## src/rtl/cfu_pkg.sv

```systemverilog
package cfu_pkg;

    localparam int unsigned STATUS_W = 32;
    localparam int unsigned FLAG_CNT = 5;
    localparam int unsigned FLAG_TOP = 31;
    localparam int unsigned FLAG_LSB = FLAG_TOP - FLAG_CNT + 1;

    typedef enum logic [3:0] {
        CC_EQ = 4'h0,
        CC_NE = 4'h1,
        CC_CS = 4'h2,
        CC_CC = 4'h3,
        CC_MI = 4'h4,
        CC_PL = 4'h5,
        CC_VS = 4'h6,
        CC_VC = 4'h7,
        CC_HI = 4'h8,
        CC_LS = 4'h9,
        CC_GE = 4'hA,
        CC_LT = 4'hB,
        CC_GT = 4'hC,
        CC_LE = 4'hD,
        CC_AL = 4'hE,
        CC_NV = 4'hF
    } cond_e;

    // Packed with n as the top bit so the struct maps onto status bits 31..27.
    typedef struct packed {
        logic n;
        logic z;
        logic c;
        logic v;
        logic q;
    } flags_t;

endpackage

```

## src/rtl/cfu_cond_eval.sv

```systemverilog
module cfu_cond_eval
    import cfu_pkg::*;
(
    input  logic [3:0] cond_i,
    input  flags_t     flags_i,
    output logic       take_o
);

    cond_e  code;
    logic   sgn_eq;

    assign code   = cond_e'(cond_i);
    assign sgn_eq = (flags_i.n == flags_i.v);

    always_comb begin
        unique case (code)
            CC_EQ: take_o = flags_i.z;
            CC_NE: take_o = !flags_i.z;
            CC_CS: take_o = flags_i.c;
            CC_CC: take_o = !flags_i.c;
            CC_MI: take_o = flags_i.n;
            CC_PL: take_o = !flags_i.n;
            CC_VS: take_o = flags_i.v;
            CC_VC: take_o = !flags_i.v;
            CC_HI: take_o = flags_i.c && !flags_i.z;
            CC_LS: take_o = !flags_i.c || flags_i.z;
            CC_GE: take_o = sgn_eq;
            CC_LT: take_o = !sgn_eq;
            CC_GT: take_o = !flags_i.z && sgn_eq;
            CC_LE: take_o = flags_i.z || !sgn_eq;
            CC_AL: take_o = 1'b1;
            CC_NV: take_o = 1'b0;
            default: take_o = 1'b0;
        endcase
    end

    // the two fixed codes ignore the flags.
    always_comb begin
        if (cond_i == 4'hE) begin
            p_always_r9: assert (take_o);
        end
        if (cond_i == 4'hF) begin
            p_never_r9: assert (!take_o);
        end
    end

    // a signed-greater result excludes signed-less for the same flags.
    always_comb begin
        if (cond_i == 4'hC && take_o) begin
            p_gt_not_lt_r8: assert (sgn_eq);
        end
    end

endmodule

```

## src/rtl/cfu_flag_calc.sv

```systemverilog
module cfu_flag_calc
    import cfu_pkg::*;
#(
    parameter int unsigned RES_W = 32
) (
    input  logic [RES_W-1:0] res_i,
    input  logic             carry_i,
    input  logic             ovf_i,
    input  logic             sat_i,
    input  logic             cur_q_i,
    output flags_t           nxt_o
);

    always_comb begin
        nxt_o.n = res_i[RES_W-1];
        nxt_o.z = (res_i == '0);
        nxt_o.c = carry_i;
        nxt_o.v = ovf_i;
        nxt_o.q = cur_q_i | sat_i | ovf_i;
    end

endmodule

```

## src/rtl/cfu_flag_reg.sv

```systemverilog
module cfu_flag_reg
    import cfu_pkg::*;
(
    input  logic   clk,
    input  logic   rst_n,
    input  logic   upd_en_i,
    input  logic   wr_en_i,
    input  flags_t upd_flags_i,
    input  flags_t wr_flags_i,
    output flags_t flags_o
);

    flags_t flags_q;

    always_ff @(posedge clk) begin
        if (!rst_n) begin
            flags_q <= '0;
        end else if (wr_en_i) begin
            flags_q <= wr_flags_i;
        end else if (upd_en_i) begin
            flags_q <= upd_flags_i;
        end
    end

    assign flags_o = flags_q;

    p_hold_r5: assert property (@(posedge clk) disable iff (!rst_n)
        (!upd_en_i && !wr_en_i) |=> $stable(flags_q));

    p_q_sticky_r4: assert property (@(posedge clk) disable iff (!rst_n)
        (flags_q.q && !wr_en_i) |=> flags_q.q);

    p_write_wins_r11: assert property (@(posedge clk) disable iff (!rst_n)
        wr_en_i |=> (flags_q == $past(wr_flags_i)));

endmodule

```

## src/rtl/cond_flag_unit.sv

```systemverilog
module cond_flag_unit
    import cfu_pkg::*;
#(
    parameter int unsigned RES_W = 32
) (
    input  logic                clk,
    input  logic                rst_n,
    input  logic [3:0]          cond_i,
    output logic                exec_o,
    input  logic                upd_i,
    input  logic [RES_W-1:0]    res_i,
    input  logic                carry_i,
    input  logic                ovf_i,
    input  logic                sat_i,
    input  logic                wr_i,
    input  logic [FLAG_CNT-1:0] wr_flags_i,
    output logic [STATUS_W-1:0] status_o
);

    flags_t flags;
    flags_t upd_flags;
    logic   take;

    cfu_cond_eval u_eval (
        .cond_i  (cond_i),
        .flags_i (flags),
        .take_o  (take)
    );

    cfu_flag_calc #(.RES_W(RES_W)) u_calc (
        .res_i   (res_i),
        .carry_i (carry_i),
        .ovf_i   (ovf_i),
        .sat_i   (sat_i),
        .cur_q_i (flags.q),
        .nxt_o   (upd_flags)
    );

    cfu_flag_reg u_reg (
        .clk         (clk),
        .rst_n       (rst_n),
        .upd_en_i    (upd_i && take),
        .wr_en_i     (wr_i && take),
        .upd_flags_i (upd_flags),
        .wr_flags_i  (flags_t'(wr_flags_i)),
        .flags_o     (flags)
    );

    assign exec_o = take;

    always_comb begin
        status_o = '0;
        status_o[FLAG_TOP -: FLAG_CNT] = flags;
    end

    p_fail_no_effect_r10: assert property (@(posedge clk) disable iff (!rst_n)
        !exec_o |=> $stable(status_o));

    p_n_from_result_r2: assert property (@(posedge clk) disable iff (!rst_n)
        (upd_i && exec_o && !wr_i) |=> (status_o[FLAG_TOP] == $past(res_i[RES_W-1])));

    p_carry_r3: assert property (@(posedge clk) disable iff (!rst_n)
        (upd_i && exec_o && !wr_i) |=> (status_o[FLAG_TOP-2] == $past(carry_i)));

    p_low_zero_r11: assert property (@(posedge clk) disable iff (!rst_n)
        1'b1 |=> (status_o[FLAG_LSB-1:0] == '0));

endmodule

```

## config.mk

```make
export PLATFORM = sky130hd
export DESIGN_NAME = cond_flag_unit
export DESIGN_NICKNAME = d
export VERILOG_FILES = /design/src/rtl/cfu_pkg.sv /design/src/rtl/cfu_cond_eval.sv /design/src/rtl/cfu_flag_calc.sv /design/src/rtl/cfu_flag_reg.sv /design/src/rtl/cond_flag_unit.sv
export SDC_FILE = /design/constraint.sdc
export NUM_CORES = 1
export LEC_CHECK = 0
export ABC_AREA = 1
export CAP_MARGIN = 40
export CELL_PAD_IN_SITES_DETAIL_PLACEMENT = 1
export CELL_PAD_IN_SITES_GLOBAL_PLACEMENT = 1
export CORE_ASPECT_RATIO = 0.7
export CORE_MARGIN = 2
export CORE_UTILIZATION = 20
export CTS_CLUSTER_SIZE = 14
export DETAILED_ROUTE_END_ITERATION = 7
export HOLD_SLACK_MARGIN = 0.05
export MAX_ROUTING_LAYER = met4
export PLACE_DENSITY = 0.86
export SYNTH_ARGS = -nofsm -noshare
export SYNTH_HDL_FRONTEND = slang
export SYNTH_SLANG_ARGS = --single-unit
```

## constraint.sdc

```tcl
create_clock -name clk -period 2 [get_ports clk]
set_input_delay 0.2 -clock clk [delete_from_list [all_inputs] [get_ports clk]]
set_output_delay 0.2 -clock clk [all_outputs]
set_load 0.01 [all_outputs]
```

==> run_results.csv <==
group,metric,value,unit
critical_path,worst_setup_path_end_kind,"primary output",
worst_hold_path,min_path_cells,4,
final_layout,diodes,0,
critical_path,slowest_stage,"dfxtp_1",
worst_hold_path,holdPathEnd,"u_reg.flags_o[0]$_SDFFE_PN0P_",
synthesis,synth_warnings,0,
synthesis,synth-seq-cells,5,
global_routing,grt.met2_usage,0.211,
timing,rsz0062_at_grt,"no",
drt,first_iter_violations,31,
global_routing,grt_max_degree,11,
synthesis,netlist_area,877,um2
pwr,ir_drop,0.163,mV
critical_path,path_buf_inv,1,
floorplanning,initial_utilization,0.205,
synthesis,synth_cells,149,
timing,timing.final.crit_period,1.78,ns
timing,clock-skew-final,0.000885,ns
clocking,post_cts.repair.setup_buffers,0,
final_layout,area_growth,64.5,%
timing,fmax,561,MHz
final_layout,drive_gt1_frac,0.105,
critical_path,path_max_fanout,4,
placed_design,gp_congestion,0.816,
worst_hold_path,hp-class,"reg -> reg",
final_layout,fin_nets,258,
critical_path,critPathKind,"reg -> out",
placed_design,portBuffers,53,
synthesis,yosysSeqAreaShare,0.114,
global_routing,grt-ovfl-total,0,
global_routing,antenna_found_initial,0,
final_layout,n_fill_cell,548,
drt,vias_per_cell,3.94,
clocking,cts_sinks,5,
final_layout,multi_input_area,588,um2
global_routing,grt_pass1_wl,4.60,mm
timing,finalCritPeriodShare,0.891,
critical_path,critPathMaxStageDelay,0.42,ns
clocking,cts_tree,"done",
floorplanning,core_area,0.00428,mm2
timing,hold_ws,0.566,ns
drt,antenna_left,0,
timing,slew_violations,0,
clocking,clkLatencyLatePin,0.22,ns
global_routing,use_met1,0.143,
pwr,p_leak,0.681,nW
critical_path,regToRegEndpoint,"u_reg.flags_o[4]$_SDFFE_PN0P_",
drt,wl_per_cell,10.6,um
final_layout,seqCellArea,101,um2
clocking,clk_pin_slew_worst_paths,0.04,ns
final_layout,largest_reg_flops,5,
floorplanning,die_area,0.00494,mm2
drt,vias,1040,
floorplanning,pin_count,81,
critical_path,cp_top_family,"simple AND/OR/NAND/NOR gates",
floorplanning,fp-row-count,20,
critical_path,r2r_start,"u_reg.flags_o[2]$_SDFFE_PN0P_",
clocking,cts_buffers,3,
critical_path,cp_cell_sequence,"nor2_1, nor2_1, nand2_1, nand2_1, nand2_1, nand3_2, nand2_4, a21boi_1, dlygate4sd2_1",
drt,drtPass1Iterations,4,
synthesis,yosys.cell_types.count,24,
timing,finalSetupViolCount,0,
final_layout,finalInstanceArea,0.00144,mm2
synthesis,avgSynthCellArea,5.89,um2
critical_path,r2r_cells,14,
clocking,ctsHtreeMaxLevel,1,
global_routing,use_met3,0.0223,
floorplanning,die_w,83.2,um
critical_path,critPathLaunchType,"register",
clocking,cts-root-buf,"clkbuf_8",
drt,wirelength,2.79,mm
critical_path,cp.required,1.80,ns
critical_path,worstPathArrival,1.58,ns
placed_design,place_area,0.00140,mm2
job,drv_cap,0,
global_routing,grt_pass1_vias,1030,
outcome,status,"complete, no violations",
global_routing,grt_busiest_layer,"met2",
worst_hold_path,min_from,"u_reg.flags_o[0]$_SDFFE_PN0P_",
placed_design,hpwl,2.46,mm
drt,drcViolationCount,0,
critical_path,r2r_setup_slack,0.34,ns
pwr,powerDensity,440,mW/mm2
global_routing,grt.total_usage,0.119,
clocking,clock_path_buffers,2,
timing,finalHoldViolCount,0,
critical_path,cp_common_cell,"nand2_1",
floorplanning,die_h,59.4,um
final_layout,post-route-util,0.337,
## kinds of logic after synthesis
kind of cell,count (synthesis),synth area share
buffers and inverters,46,0.332
AO/OA/AOI/OAI,6,0.0414
other,1,0.00428
flip-flops,5,0.114
AND/OR/NAND/NOR,91,0.508
## report_power, final
part,switching (W),internal (W)
registers,0.0000147,0.000113
logic,0.000154,0.000166
clock network,0.0000508,0.000137
total,0.000220,0.000415
## cell type report
type / count / share of cell area
multi-input combinational: 124 / 0.408
inverter: 16 / 0.0416
timing repair buffer: 60 / 0.402
clock buffer: 4 / 0.0312
tap: 55 / 0.0477
sequential: 5 / 0.0703
## per-layer routing
layer,vias to the layer above,wire length (um),part of all wire
met3,4,118,0.042
li1,539,-,-
met1,468,1240,0.45
met4,0,24,0.0086
met5,-,0,0
met2,29,1410,0.50
## metrics by stage
step                setup slack [ns]  TNS [ns]  std cells  total power [W]
floorplan                      0.575         0        175         0.000326
global placement              -0.152    -0.152        260         0.000442
detailed placement            -0.211    -0.267        260         0.000450
CTS                            0.192         0        264         0.000642
global route                  0.0653         0        264         0.000687
finish                         0.218         0        264         0.000635
## Yosys cell counts
master     instances  area share
nor2_1            33        0.14
nand2_1           30        0.13
buf_4             29        0.25
inv_1             12       0.051
nand4_1           11       0.078
nand3_1            8       0.046
dfxtp_1            5        0.11
inv_2              3       0.013
nand3_4            2       0.040
o21ai_1            2       0.011
a21boi_1           1      0.0086
a21oi_1            1      0.0057
clkbuf_8           1       0.016
clkinv_1           1      0.0043
conb_1             1      0.0043
nand2_2            1      0.0071
nand2_4            1       0.013
nand2_8            1       0.023
nand3_2            1       0.011
nor3_1             1      0.0057
o2111ai_1          1       0.010
o21ai_0            1      0.0057
or2_1              1      0.0071
or2_2              1      0.0071
## timing repair
item,in CTS,in global routing
gates resized for setup,5,0
endpoints found under the setup margin,1,0
hold buffers,0,0
## tightest hold or removal path, cell delays in order (launching register included)
cell and delay, ns:
dfxtp_1 0.32, inv_1 0.06, nand2_1 0.05, nand3_1 0.06
nor2_1 0.04
## how the worst max path moves through the flow
stage | cells after the start | end | slack (ns) | from
floorplan | 13 | u_reg.flags_o[4]$_SDFFE_PN0P_ | 0.58 | u_reg.flags_o[4]$_SDFFE_PN0P_
global placement | 11 | exec_o | -0.15 | cond_i[0]
global route | 9 | exec_o | 0.07 | u_reg.flags_o[2]$_SDFFE_PN0P_
CTS | 9 | exec_o | 0.19 | u_reg.flags_o[1]$_SDFFE_PN0P_
detailed placement | 9 | exec_o | -0.21 | cond_i[1]
finish | 9 | exec_o | 0.22 | u_reg.flags_o[2]$_SDFFE_PN0P_
## cells in the final DEF, fill, tap and decap left out, types with 2 or more instances in the layout
| master | instances |
|---|---|
| clkdlybuf4s50_1 | 50 |
| nor2_1 | 33 |
| nand2_1 | 30 |
| conb_1 | 27 |
| inv_1 | 12 |
| nand4_1 | 11 |
| nand3_1 | 8 |
| buf_4 | 7 |
| dfxtp_1 | 4 |
| inv_2 | 3 |
| clkbuf_8 | 3 |
| dlygate4sd2_1 | 3 |
| o21ai_1 | 2 |
| nand3_4 | 2 |
Note: power is estimated with default switching activity, not from simulation.
